### src/rtl/nbank_pkg.sv
package nbank_pkg;

    typedef enum logic [1:0] {
        WID_BIT  = 2'd0,
        WID_NIB  = 2'd1,
        WID_PAIR = 2'd2,
        WID_RSVD = 2'd3
    } width_e;

    typedef enum logic [2:0] {
        RGN_WORK   = 3'd0,
        RGN_STKGEN = 3'd1,
        RGN_GEN    = 3'd2,
        RGN_LCD    = 3'd3,
        RGN_PERIPH = 3'd4,
        RGN_NONE   = 3'd7
    } region_e;

endpackage

### src/rtl/nbank_window.sv
// Resolves which bank an access lands in, from mode, bank-enable and selection.
module nbank_window #(
    parameter int ADDR_W  = 8,
    parameter int BANK_W  = 4,
    parameter int IO_BANK = 15
) (
    input  logic [ADDR_W-1:0] addr,
    input  logic              indirect,
    input  logic              stack,
    input  logic              emb,
    input  logic [BANK_W-1:0] smb,
    output logic [BANK_W-1:0] bank,
    output logic              bank_bad
);
    localparam logic [BANK_W-1:0] IO_B   = BANK_W'(IO_BANK);
    localparam logic [BANK_W-1:0] BANK_0 = '0;
    localparam logic [BANK_W-1:0] BANK_1 = BANK_W'(1);

    always_comb begin
        bank     = BANK_0;
        bank_bad = 1'b0;
        if (stack) begin
            bank = BANK_0;
        end else if (!emb) begin
            // direct upper half is folded onto the I/O bank
            bank = (!indirect && addr[ADDR_W-1]) ? IO_B : BANK_0;
        end else begin
            bank     = smb;
            bank_bad = !((smb == BANK_0) || (smb == BANK_1) || (smb == IO_B));
        end
    end
endmodule

### src/rtl/nbank_region.sv
// Classifies a physical nibble address into its region.
module nbank_region
    import nbank_pkg::*;
#(
    parameter int ADDR_W    = 8,
    parameter int BANK_W    = 4,
    parameter int IO_BANK   = 15,
    parameter int WORK_NIBS = 32,
    parameter int LCD_NIBS  = 32,
    parameter int IO_NIBS   = 128
) (
    input  logic [BANK_W+ADDR_W-1:0] phys,
    output region_e                  region
);
    localparam int BANK_NIBS = 1 << ADDR_W;
    localparam int LCD_BASE  = BANK_NIBS - LCD_NIBS;
    localparam int IO_BASE   = BANK_NIBS - IO_NIBS;
    localparam logic [BANK_W-1:0] IO_B = BANK_W'(IO_BANK);

    logic [BANK_W-1:0] bank;
    logic [ADDR_W-1:0] offs;

    assign bank = phys[BANK_W+ADDR_W-1:ADDR_W];
    assign offs = phys[ADDR_W-1:0];

    always_comb begin
        region = RGN_NONE;
        if (bank == BANK_W'(0)) begin
            region = (offs < ADDR_W'(WORK_NIBS)) ? RGN_WORK : RGN_STKGEN;
        end else if (bank == BANK_W'(1)) begin
            region = (offs >= ADDR_W'(LCD_BASE)) ? RGN_LCD : RGN_GEN;
        end else if (bank == IO_B) begin
            region = (offs >= ADDR_W'(IO_BASE)) ? RGN_PERIPH : RGN_NONE;
        end
    end
endmodule

### src/rtl/nbank_guard.sv
// Legality check and per-nibble write enables.
module nbank_guard
    import nbank_pkg::*;
(
    input  logic    addr_odd,
    input  width_e  width,
    input  region_e region,
    input  logic    bank_bad,
    input  logic    wr,
    output logic    illegal,
    output logic    we_lo,
    output logic    we_hi
);
    logic is_pair;

    assign is_pair = (width == WID_PAIR);

    always_comb begin
        illegal = 1'b0;
        if (is_pair && addr_odd)         illegal = 1'b1;
        if (is_pair && region == RGN_LCD) illegal = 1'b1;
        if (bank_bad)                    illegal = 1'b1;
        if (region == RGN_NONE)          illegal = 1'b1;
        if (width == WID_RSVD)           illegal = 1'b1;
    end

    assign we_lo = wr && !illegal;
    assign we_hi = we_lo && is_pair;
endmodule

### src/rtl/nbank_decoder.sv
module nbank_decoder
    import nbank_pkg::*;
#(
    parameter int ADDR_W    = 8,
    parameter int BANK_W    = 4,
    parameter int IO_BANK   = 15,
    parameter int WORK_NIBS = 32,
    parameter int LCD_NIBS  = 32,
    parameter int IO_NIBS   = 128
) (
    input  logic [7:0]  addr_i,
    input  logic        indirect_i,
    input  logic        stack_i,
    input  logic [1:0]  width_i,
    input  logic        emb_i,
    input  logic [3:0]  smb_i,
    input  logic        wr_i,
    output logic [11:0] phys_lo_o,
    output logic [11:0] phys_hi_o,
    output logic [2:0]  region_o,
    output logic        illegal_o,
    output logic        we_lo_o,
    output logic        we_hi_o
);
    localparam int PHYS_W = BANK_W + ADDR_W;
    localparam int LANES  = 2;

    logic [BANK_W-1:0] bank;
    logic              bank_bad;
    logic [PHYS_W-1:0] phys;
    logic [PHYS_W-1:0] lane_addr [LANES];
    region_e           region;
    width_e            width;

    assign width = width_e'(width_i);

    nbank_window #(
        .ADDR_W (ADDR_W),
        .BANK_W (BANK_W),
        .IO_BANK(IO_BANK)
    ) u_window (
        .addr    (addr_i),
        .indirect(indirect_i),
        .stack   (stack_i),
        .emb     (emb_i),
        .smb     (smb_i),
        .bank    (bank),
        .bank_bad(bank_bad)
    );

    assign phys = {bank, addr_i};

    // lane 0 carries the addressed nibble, lane 1 its pair partner
    for (genvar g = 0; g < LANES; g++) begin : g_lane
        if (g == 0) begin : g_low
            assign lane_addr[g] = phys;
        end else begin : g_high
            assign lane_addr[g] = (width == WID_PAIR) ? (phys | PHYS_W'(1)) : phys;
        end
    end

    nbank_region #(
        .ADDR_W   (ADDR_W),
        .BANK_W   (BANK_W),
        .IO_BANK  (IO_BANK),
        .WORK_NIBS(WORK_NIBS),
        .LCD_NIBS (LCD_NIBS),
        .IO_NIBS  (IO_NIBS)
    ) u_region (
        .phys  (phys),
        .region(region)
    );

    nbank_guard u_guard (
        .addr_odd(addr_i[0]),
        .width   (width),
        .region  (region),
        .bank_bad(bank_bad),
        .wr      (wr_i),
        .illegal (illegal_o),
        .we_lo   (we_lo_o),
        .we_hi   (we_hi_o)
    );

    assign phys_lo_o = lane_addr[0];
    assign phys_hi_o = lane_addr[1];
    assign region_o  = region;
endmodule

### config.mk
export PLATFORM = sky130hd
export DESIGN_NAME = nbank_decoder
export DESIGN_NICKNAME = d
export VERILOG_FILES = /design/src/rtl/nbank_pkg.sv /design/src/rtl/nbank_window.sv /design/src/rtl/nbank_region.sv /design/src/rtl/nbank_guard.sv /design/src/rtl/nbank_decoder.sv
export SDC_FILE = /design/constraint.sdc
export NUM_CORES = 1
export LEC_CHECK = 0
export CAP_MARGIN = 30
export CORE_UTILIZATION = 27
export DETAILED_ROUTE_END_ITERATION = 16
export PLACE_DENSITY = 0.84
export SLEW_MARGIN = 20
export SYNTH_ARGS = -nofsm -noshare
export SYNTH_HDL_FRONTEND = slang
export SYNTH_SLANG_ARGS = --single-unit
### constraint.sdc
create_clock -name vclk -period 1.9
set_input_delay 0.285 -clock vclk [all_inputs]
set_output_delay 0.285 -clock vclk [all_outputs]
set_load 0.02 [all_outputs]
=== Yosys cells after proc, flatten, opt, wreduce, memory -nomap -nowiden ===
Cells that the tools add are included.

* Magnitude comparators: 3
* Equal/unequal tests: 8
* Multiplexer cells: 17
* Reductions and logical operators: 12

{| class="wikitable"
|+ Operators by type and width
! cell !! count
|-
| >= comparator 8 bit, second input constant || 2
|-
| 2-to-1 mux 4 bit || 3
|-
| 2-to-1 mux 1 bit || 10
|-
| 2-to-1 mux 3 bit || 3
|-
| == test 4 x 1 -> 1 bit, second input constant || 2
|-
| == test 4 bit, second input constant || 2
|-
| zero test 4 bit || 2
|-
| less-than comparator 8 x 6 -> 1 bit, second input constant || 1
|-
| logical AND 1 bit || 5
|-
| == test 2 bit, second input constant || 2
|-
| == test 3 x 2 -> 1 bit, second input constant || 1
|-
| == test 3 bit, second input constant || 1
|-
| zero test 1 bit || 3
|-
| logical OR 1 bit || 2
|-
| 2-to-1 mux 2 bit || 1
|}

* Flip-flop bits (word level): 0
* Bits of input ports: 18
* Output and inout bits: 30
* Word-level logic and storage cells: 40

=== Depth between registers and ports, before layout ===
Gate-level depths: netlist (run 1).

* Depth after elaboration: 18
* Gate-level depth with buffers: 5
* Gate-level depth less buffers: 4

=== Cells and area by module ===
From an unflattened synthesis (run 1), not the netlist that was laid out.

* Cells, all modules: 51
* Area, all modules: 350.3 um2

{| class="wikitable"
|+ By module, submodules not included
! module !! instances !! cells each !! area each (um2) !! sequential area each (um2)
|-
| nbank_decoder || 1 || 21 || 153.9 || 0.0
|-
| nbank_guard || 1 || 9 || 70.1 || 0.0
|-
| nbank_window || 1 || 12 || 67.6 || 0.0
|-
| nbank_region || 1 || 9 || 58.8 || 0.0
|}

=== Least setup slack after synthesis (run 1) ===
OpenSTA, ideal clock, no wires.

* Path type: in2out
* From: input stack_i
* To: output we_hi_o
* Arrival: 1.413 ns
* Data required time: 1.615 ns
* Path slack: 0.202 ns
* Cell stages on the path: 5
* Buffers on the path: 1
* Cell sequence: buf_6 and4bb_1 o21ai_1 a211o_1 a21oi_1

* Longest elaborated chain between the ends: 14
* Elaborated cells on any way between the ends: 18
* Those cells by class: eq/ne: 4; mux: 9; reduce/logical: 5

{| class="wikitable"
|+ RTL lines
! element !! line !! RTL
|-
| from (decl) || nbank_decoder.sv:13 || <nowiki>input logic stack_i,</nowiki>
|-
| 2-to-1 mux 4 bit || nbank_window.sv:22 || <nowiki>if (stack) begin</nowiki>
|-
| == test 4 bit || nbank_region.sv:32 || <nowiki>end else if (bank == IO_B) begin</nowiki>
|-
| 2-to-1 mux 3 bit || nbank_region.sv:32 ||
|-
| 2-to-1 mux 3 bit || nbank_region.sv:30 || <nowiki>end else if (bank == BANK_W'(1)) begin</nowiki>
|-
| 2-to-1 mux 3 bit || nbank_region.sv:28 || <nowiki>if (bank == BANK_W'(0)) begin</nowiki>
|-
| == test 3 x 2 -> 1 bit || nbank_guard.sv:21 || <nowiki>if (is_pair && region == RGN_LCD) illegal = 1'b1;</nowiki>
|-
| logical AND 1 bit || nbank_guard.sv:21 ||
|-
| 2-to-1 mux 1 bit || nbank_guard.sv:21 ||
|-
| 2-to-1 mux 1 bit || nbank_guard.sv:22 || <nowiki>if (bank_bad) illegal = 1'b1;</nowiki>
|-
| 2-to-1 mux 1 bit * || nbank_guard.sv:23 || <nowiki>if (region == RGN_NONE) illegal = 1'b1;</nowiki>
|-
| 2-to-1 mux 1 bit * || nbank_guard.sv:24 || <nowiki>if (width == WID_RSVD) illegal = 1'b1;</nowiki>
|-
| zero test 1 bit * || nbank_guard.sv:27 || <nowiki>assign we_lo = wr && !illegal;</nowiki>
|-
| logical AND 1 bit * || nbank_guard.sv:27 ||
|-
| logical AND 1 bit * || nbank_guard.sv:28 || <nowiki>assign we_hi = we_lo && is_pair;</nowiki>
|-
| to (decl) || nbank_decoder.sv:23 || <nowiki>output logic we_hi_o</nowiki>
|}

Every way passes the cells marked *; elsewhere a longest branch is shown, timed or not.

=== Final worst setup path (run 1) ===
* From: input addr_i[6]
* To: output illegal_o

* Longest elaborated chain between the ends: 11
* Elaborated cells on any way between the ends: 16
* Those cells by class: order compare: 3; eq/ne: 2; mux: 10; reduce/logical: 1

{| class="wikitable"
|+ RTL lines
! element !! line !! RTL
|-
| from (decl) || nbank_decoder.sv:11 || <nowiki>input logic [7:0] addr_i,</nowiki>
|-
| >= comparator 8 bit || nbank_region.sv:33 || <nowiki>region = (offs >= ADDR_W'(IO_BASE)) ? RGN_PERIPH : RGN_NONE;</nowiki>
|-
| 2-to-1 mux 2 bit || nbank_region.sv:33 ||
|-
| 2-to-1 mux 3 bit || nbank_region.sv:32 ||
|-
| 2-to-1 mux 3 bit || nbank_region.sv:30 ||
|-
| 2-to-1 mux 3 bit * || nbank_region.sv:28 ||
|-
| == test 3 x 2 -> 1 bit || nbank_guard.sv:21 ||
|-
| logical AND 1 bit || nbank_guard.sv:21 ||
|-
| 2-to-1 mux 1 bit || nbank_guard.sv:21 ||
|-
| 2-to-1 mux 1 bit || nbank_guard.sv:22 ||
|-
| 2-to-1 mux 1 bit * || nbank_guard.sv:23 ||
|-
| 2-to-1 mux 1 bit * || nbank_guard.sv:24 ||
|-
| to (decl) || nbank_decoder.sv:21 || <nowiki>output logic illegal_o,</nowiki>
|}

Marked as above.

==> metrics.txt, run 1 <==
initial DRC count=10; data arrival time of the critical path=1570 ps; flip-flop and latch count=0; GP Congestion=0.767; total track usage=12.6%; WP data required=roughly 1600 ps; Setup crit end kind=output port; DR pass1 iterations=4; Antenna Cells=0; Vias/cell=4.56; Synth top area share=37.0%; vias in the first global route=380; crit path max fanout=4; Gate power share=100.0%; core area=0.00132 mm2; TNS Setup=0 ps; vias=470; CP Class=input port to output port; number of antenna violations at the first check in global routing=0; first-pass GRT wire length=1.44 mm; wire length per cell=10.4 um; Endpoint, Worst Hold=phys_lo_o[4]; minimum clock period=1850 ps; maximum VDD drop=~0.10 mV; Area contributors post-synth=buf_4, a21oi_1, nand2_1; Syn Area/Cell=6.53 um2; worst setup margin=49.0 ps; die width=39.8 um; dpl cell area=between 700 and 800 um2; sw frac=around 50%; DRC Markers=0; synth unique cells=22; Seq. cell area=0 um2; largest net degree at the start of global routing=5; Nets=108; Net Count, Synth=77; Max Fclk=0.540 GHz; Mapped Cells=59; WHS Path Cells=0; Final Max Tran Viols=0; post-route design area=701 um2; Slew HR=80.4%; sequential power share=0%; Power Density=roughly 270 mW/mm2; # clk buffers=0; Pleak=between 0.0003 and 0.0004 uW; HP Class=input port to output port; # rows=13; Die Y=39.8 um; die area=around 0.0016 mm2; post-synth top area cell=buf_4; Startpoint Class=input port; area delta synth->final=81.8%; sequential share of the synthesized area=0%; antenna viol nets, final=0; status=finished, final reports clean; Clk pwr share=0%; measured slew at the worst slew-check pin=293 ps; IO Count=48; GRT overflow=0; Switching Power=approximately 93 uW; Int Pwr=93.5 uW; worst slack at placement=-730 ps; Initial Utilization=29.2%; Post-Syn Area=385 um2; period utilisation layout=97.4%; Hold-fix buffers, CTS=0; Warnings, synthesis=0; fillers=140; hold_ws=roughly 570 ps; share of layout cells above drive strength 1=between 40% and 50%; CP Launch Point=addr_i[6]; DP Wirelength=902 um; DRT Wirelength=1.07 mm; Final Power=187 uW; IO buf count=36; Hold Startpoint=addr_i[4]; Hold Violations, Final=0; Max Cap Viol=0; Final setup viols=0
==> what timing repair did <==
item                                    CTS  global route
gates cloned                              0             0
endpoints found under the hold margin     0             0
endpoints found under the setup margin   14            13
pin swaps                                 6             5
gates resized for setup                  74            13
setup buffers                             1             0
==> per-stage QoR <==
step	util, %	instances
CTS	52.1	103
global placement	53.2	102
finish	53.2	103
detailed placement	53.2	102
global route	53.2	103
floorplan	-	59
==> how the worst max path moves through the flow <==
stage	cells past startpoint	end	slack, ps
2_1_floorplan	5	we_hi_o	200
3_3_place_gp	7	we_hi_o	-670
3_5_place_dp	7	illegal_o	-730
4_1_cts	7	illegal_o	7
5_1_grt	6	illegal_o	-7
6_report	6	illegal_o	50
==> layout make-up <==
cell class / instances / area (um2) / area share [%]
Inverter: 1 / 3.75 / 0.536
Multi-Input combinational cell: 38 / 278 / 39.6
Tap cell: 15 / 18.8 / 2.68
Timing Repair Buffer: 49 / 400 / 57.1
==> power groups by stage <==
stage	Combinational (uW)	Clock (uW)	Sequential [uW]
after floorplan	123	0	0
final	187	0	0
after detailed placement	197	0	0
after global placement	194	0	0
after global routing	199	0	0
after CTS	185	0	0
==> routing by layer <==
layer	track usage [%]	share of wire, %	vias up
li1	-	-	243
met5	0	0	-
met1	14.5	39	210
met4	0	0	0
met3	1.14	6.1	0
met2	25.4	55	17
==> Yosys cell counts, drive strengths merged <==
| library cell | n |
|---|---|
| nor3b | 2 |
| nand2 | 7 |
| a21oi | 7 |
| nand3 | 1 |
| o2bb2ai | 1 |
| a211oi | 2 |
| or3b | 1 |
| buf | 20 |
| nor2 | 3 |
| or3 | 1 |
| a21bo | 1 |
| nor2b | 1 |
| a211o | 1 |
| o21ai | 3 |
| or2 | 1 |
| inv | 1 |
| nand4 | 1 |
| and4bb | 1 |
| nand2b | 4 |
==> kinds of logic (layout without fill, tap and decap cells) <==
logic type | count (synthesis) | in the layout | synth area share, %
compound gates | 15 | 15 | 25.0
buf+inv | 21 | 50 | 40.9
simple gates | 23 | 23 | 34.1
==> critical path, cell delays in order <==
cell             delay (ps)
clkdlybuf4s50_1         460
nand3_2                 110
o21ai_1                  70
a211o_1                 300
a21bo_1                 210
buf_6                   130
==> cells in the final DEF, fill, tap and decap left out, types with 2 or more instances in the layout <==
cell / n
nand2b_4: 2
nor3b_2: 2
nor2_1: 3
dlygate4sd2_1: 4
buf_6: 2
buf_4: 14
clkdlybuf4s15_2: 2
dlymetal6s2s_1: 2
nand2b_1: 2
a21oi_2: 2
clkdlybuf4s50_1: 12
a21oi_1: 5
buf_2: 9
clkbuf_2: 3
nand2_1: 7
No activity file was read; power rests on OpenSTA's default activity.
==> run 2: changes to the inputs <==
CAP_MARGIN = 20   (was 30)
RECOVER_POWER = 25   (was default)
==> results of run 2 <==
Final layout, timing and power as in run 1 (identical DEF).
==> run 3: changes to the inputs <==
CORE_UTILIZATION = 26   (was 27)
PLACE_DENSITY = 0.91   (was 0.84)
SYNTH_HIERARCHICAL = 1   (was default)
==> metrics.txt, run 3 <==
Final Power=256 uW (+37%); vias=482 (+2.6%); Net Count, Synth=69 (-10%); sequential share of the synthesized area=0% (unchanged); most common cell in the netlist=buf_4; Post-synth top cells=buf_4, a21oi_1, nand2_1; IO buf count=36 (unchanged); Area contributors post-synth=buf_4, a21oi_1, nand3_2; DRC Markers=0 (unchanged); Endpoint, Worst Hold=phys_hi_o[2]; Post-Syn Area=350 um2 (-9.1%); vias in the first global route=462 (+22%); worst setup margin=-504 ps (-553 ps); RSZ-0062 raised after global routing=yes; buffer and inverter count on the worst path=3 (+1); Die Y=38.7 um (-2.7%); Mapped Cells=51 (-14%); antenna viol nets, final=0 (unchanged); synth unique cells=21 (-4.5%); GP Congestion=0.821 (+7.1%); Pleak=0.000396 uW (+14%); WHS Path Cells=0 (unchanged); WP data required=1620 ps (about the same); share of layout cells above drive strength 1=57.1% (+9.4 points); Antenna Cells=0 (unchanged); crit path max fanout=5 (+1); total track usage=17.5% (+5.0 points); DRT Wirelength=1.27 mm (+19%); Warnings, synthesis=6 (+6); Power Density=299 mW/mm2 (+12%); Startpoint Class=input port; number of antenna violations at the first check in global routing=0 (unchanged); Hold Startpoint=addr_i[2]; post-route design area=853 um2 (+22%); worst slack at placement=-1340 ps (-605 ps); GRT overflow=0 (unchanged); die area=0.00150 mm2 (-5.3%); failing checks=negative setup slack; Hold Violations, Final=0 (unchanged); max incr delay on CP=460 ps (about the same); area delta synth->final=144%; Setup crit end kind=output port; Slew HR=78.2% (-2.3 points); dpl cell area=744 um2 (+6.3%); status=complete, but fails checks; cell family with most CP delay=simple AND/OR/NAND/NOR gates; Final setup viols=5 (+5); largest net degree at the start of global routing=6 (+1); Syn Area/Cell=6.87 um2 (+5.2%); Seq. cell area=0 um2 (unchanged); # clk buffers=0 (unchanged); DR pass1 iterations=4 (unchanged); first-pass GRT wire length=1.96 mm (+36%); most frequent cells in the layout=buf_4, clkdlybuf4s50_1, dlygate4sd2_1; TNS Setup=-1840 ps (-1840 ps); post-synth top area cell=buf_4; die width=38.7 um (-2.7%); measured slew at the worst slew-check pin=323 ps (+30.0 ps); IO Count=48 (unchanged); HP Class=input port to output port; Final Max Tran Viols=0 (unchanged); CP Cell Sequence=buf_6 -> or3b_4 -> a21oi_4 -> and3_4 -> nand3_4 -> o31a_1 -> buf_6 -> a2111oi_4 -> buf_4; data arrival time of the critical path=2120 ps (+550 ps); wire length per cell=12.1 um (+16%); DP Wirelength=866 um (-4.0%); minimum clock period=2400 ps (+553 ps); initial DRC count=8 (-2); CP max stage cell=or3b_4; Max Cap Viol=0 (unchanged); # rows=12 (-1); Nets=111 (+2.8%); Vias/cell=4.59 (+0.60%); maximum VDD drop=0.155 mV (+54%); CP Class=input port to output port; core area=0.00117 mm2 (-11%); post-layout util=72.9% (+20 points); Synth top area share=40.7% (+3.7 points); most common cell after layout, fill and taps aside=buf_4; flip-flop and latch count=0 (unchanged); Initial Utilization=29.9% (+0.66 points); fillers=83 (-41%); Hold-fix buffers, CTS=0 (unchanged); CP dominant cell by count=buf_6; period utilisation layout=127% (+29 points); Max Fclk=0.416 GHz (-23%)
-- run 3: cell types whose count changed after synthesis, sizes merged, moves of 2 or more --
cell / previous run / this run
a211oi: 2 / 0
o21ai: 3 / 0
nor3b: 2 / 0
nand3: 1 / 3
nand2: 7 / 5
nand2b: 4 / 1
-- run 3: routing by layer --
layer  track usage (%)  wire (um)  vias to the layer above
li1                  -          -                      241
met1              19.9        472                      221
met2              36.7        731                       20
met3             0.578         68                        0
met4                 0          0                        0
met5                 0          0                        -
-- run 3: power by group --
part           leakage (uW)  internal, uW  switching, uW
logic              0.000396           136            119
clock network             0             0              0
registers                 0             0              0
total              0.000396           136            119
-- run 3: kinds of logic (layout without fill, tap and decap cells) --
group | count (synthesis) | in the layout | synth area share (%)
and+or+nand+nor | 19 | 19 | 33.2
buffers and inverters | 20 | 60 | 41.8
AOI/OAI and AO/OA | 12 | 12 | 25.0
-- run 3: how the worst max path moves through the flow --
stage          startpoint  endpoint  slack, ps  cells past startpoint
2_1_floorplan   addr_i[7]   we_hi_o       -520                      7
5_1_grt             emb_i   we_hi_o       -580                      9
3_5_place_dp    addr_i[7]   we_hi_o      -1340                     10
3_3_place_gp    addr_i[7]   we_hi_o      -1300                     10
4_1_cts        indirect_i   we_hi_o       -510                     10
6_report            emb_i   we_hi_o       -500                      9
-- run 3: through the flow --
stage                     hold WS [ps]  std cells
after detailed placement           570         95
after floorplan                    602         51
after CTS                          570        103
after global placement             570         95
final                              570        105
after global routing               570        105
-- run 3: layout make-up --
type	count	area, um2	share of cell area [%]
Multi-Input combinational cell	31	307	35.9
Inverter	1	3.75	0.440
Tap cell	14	17.5	2.05
Timing Repair Buffer	59	526	61.6
-- run 3: timing repair --
action | CTS | global route
gates resized for setup | 75 | 7
hold endpoints to repair | 0 | 0
pin swaps | 13 | 6
cloned | 0 | 0
buffers inserted | 8 | 2
setup endpoints to repair | 15 | 8
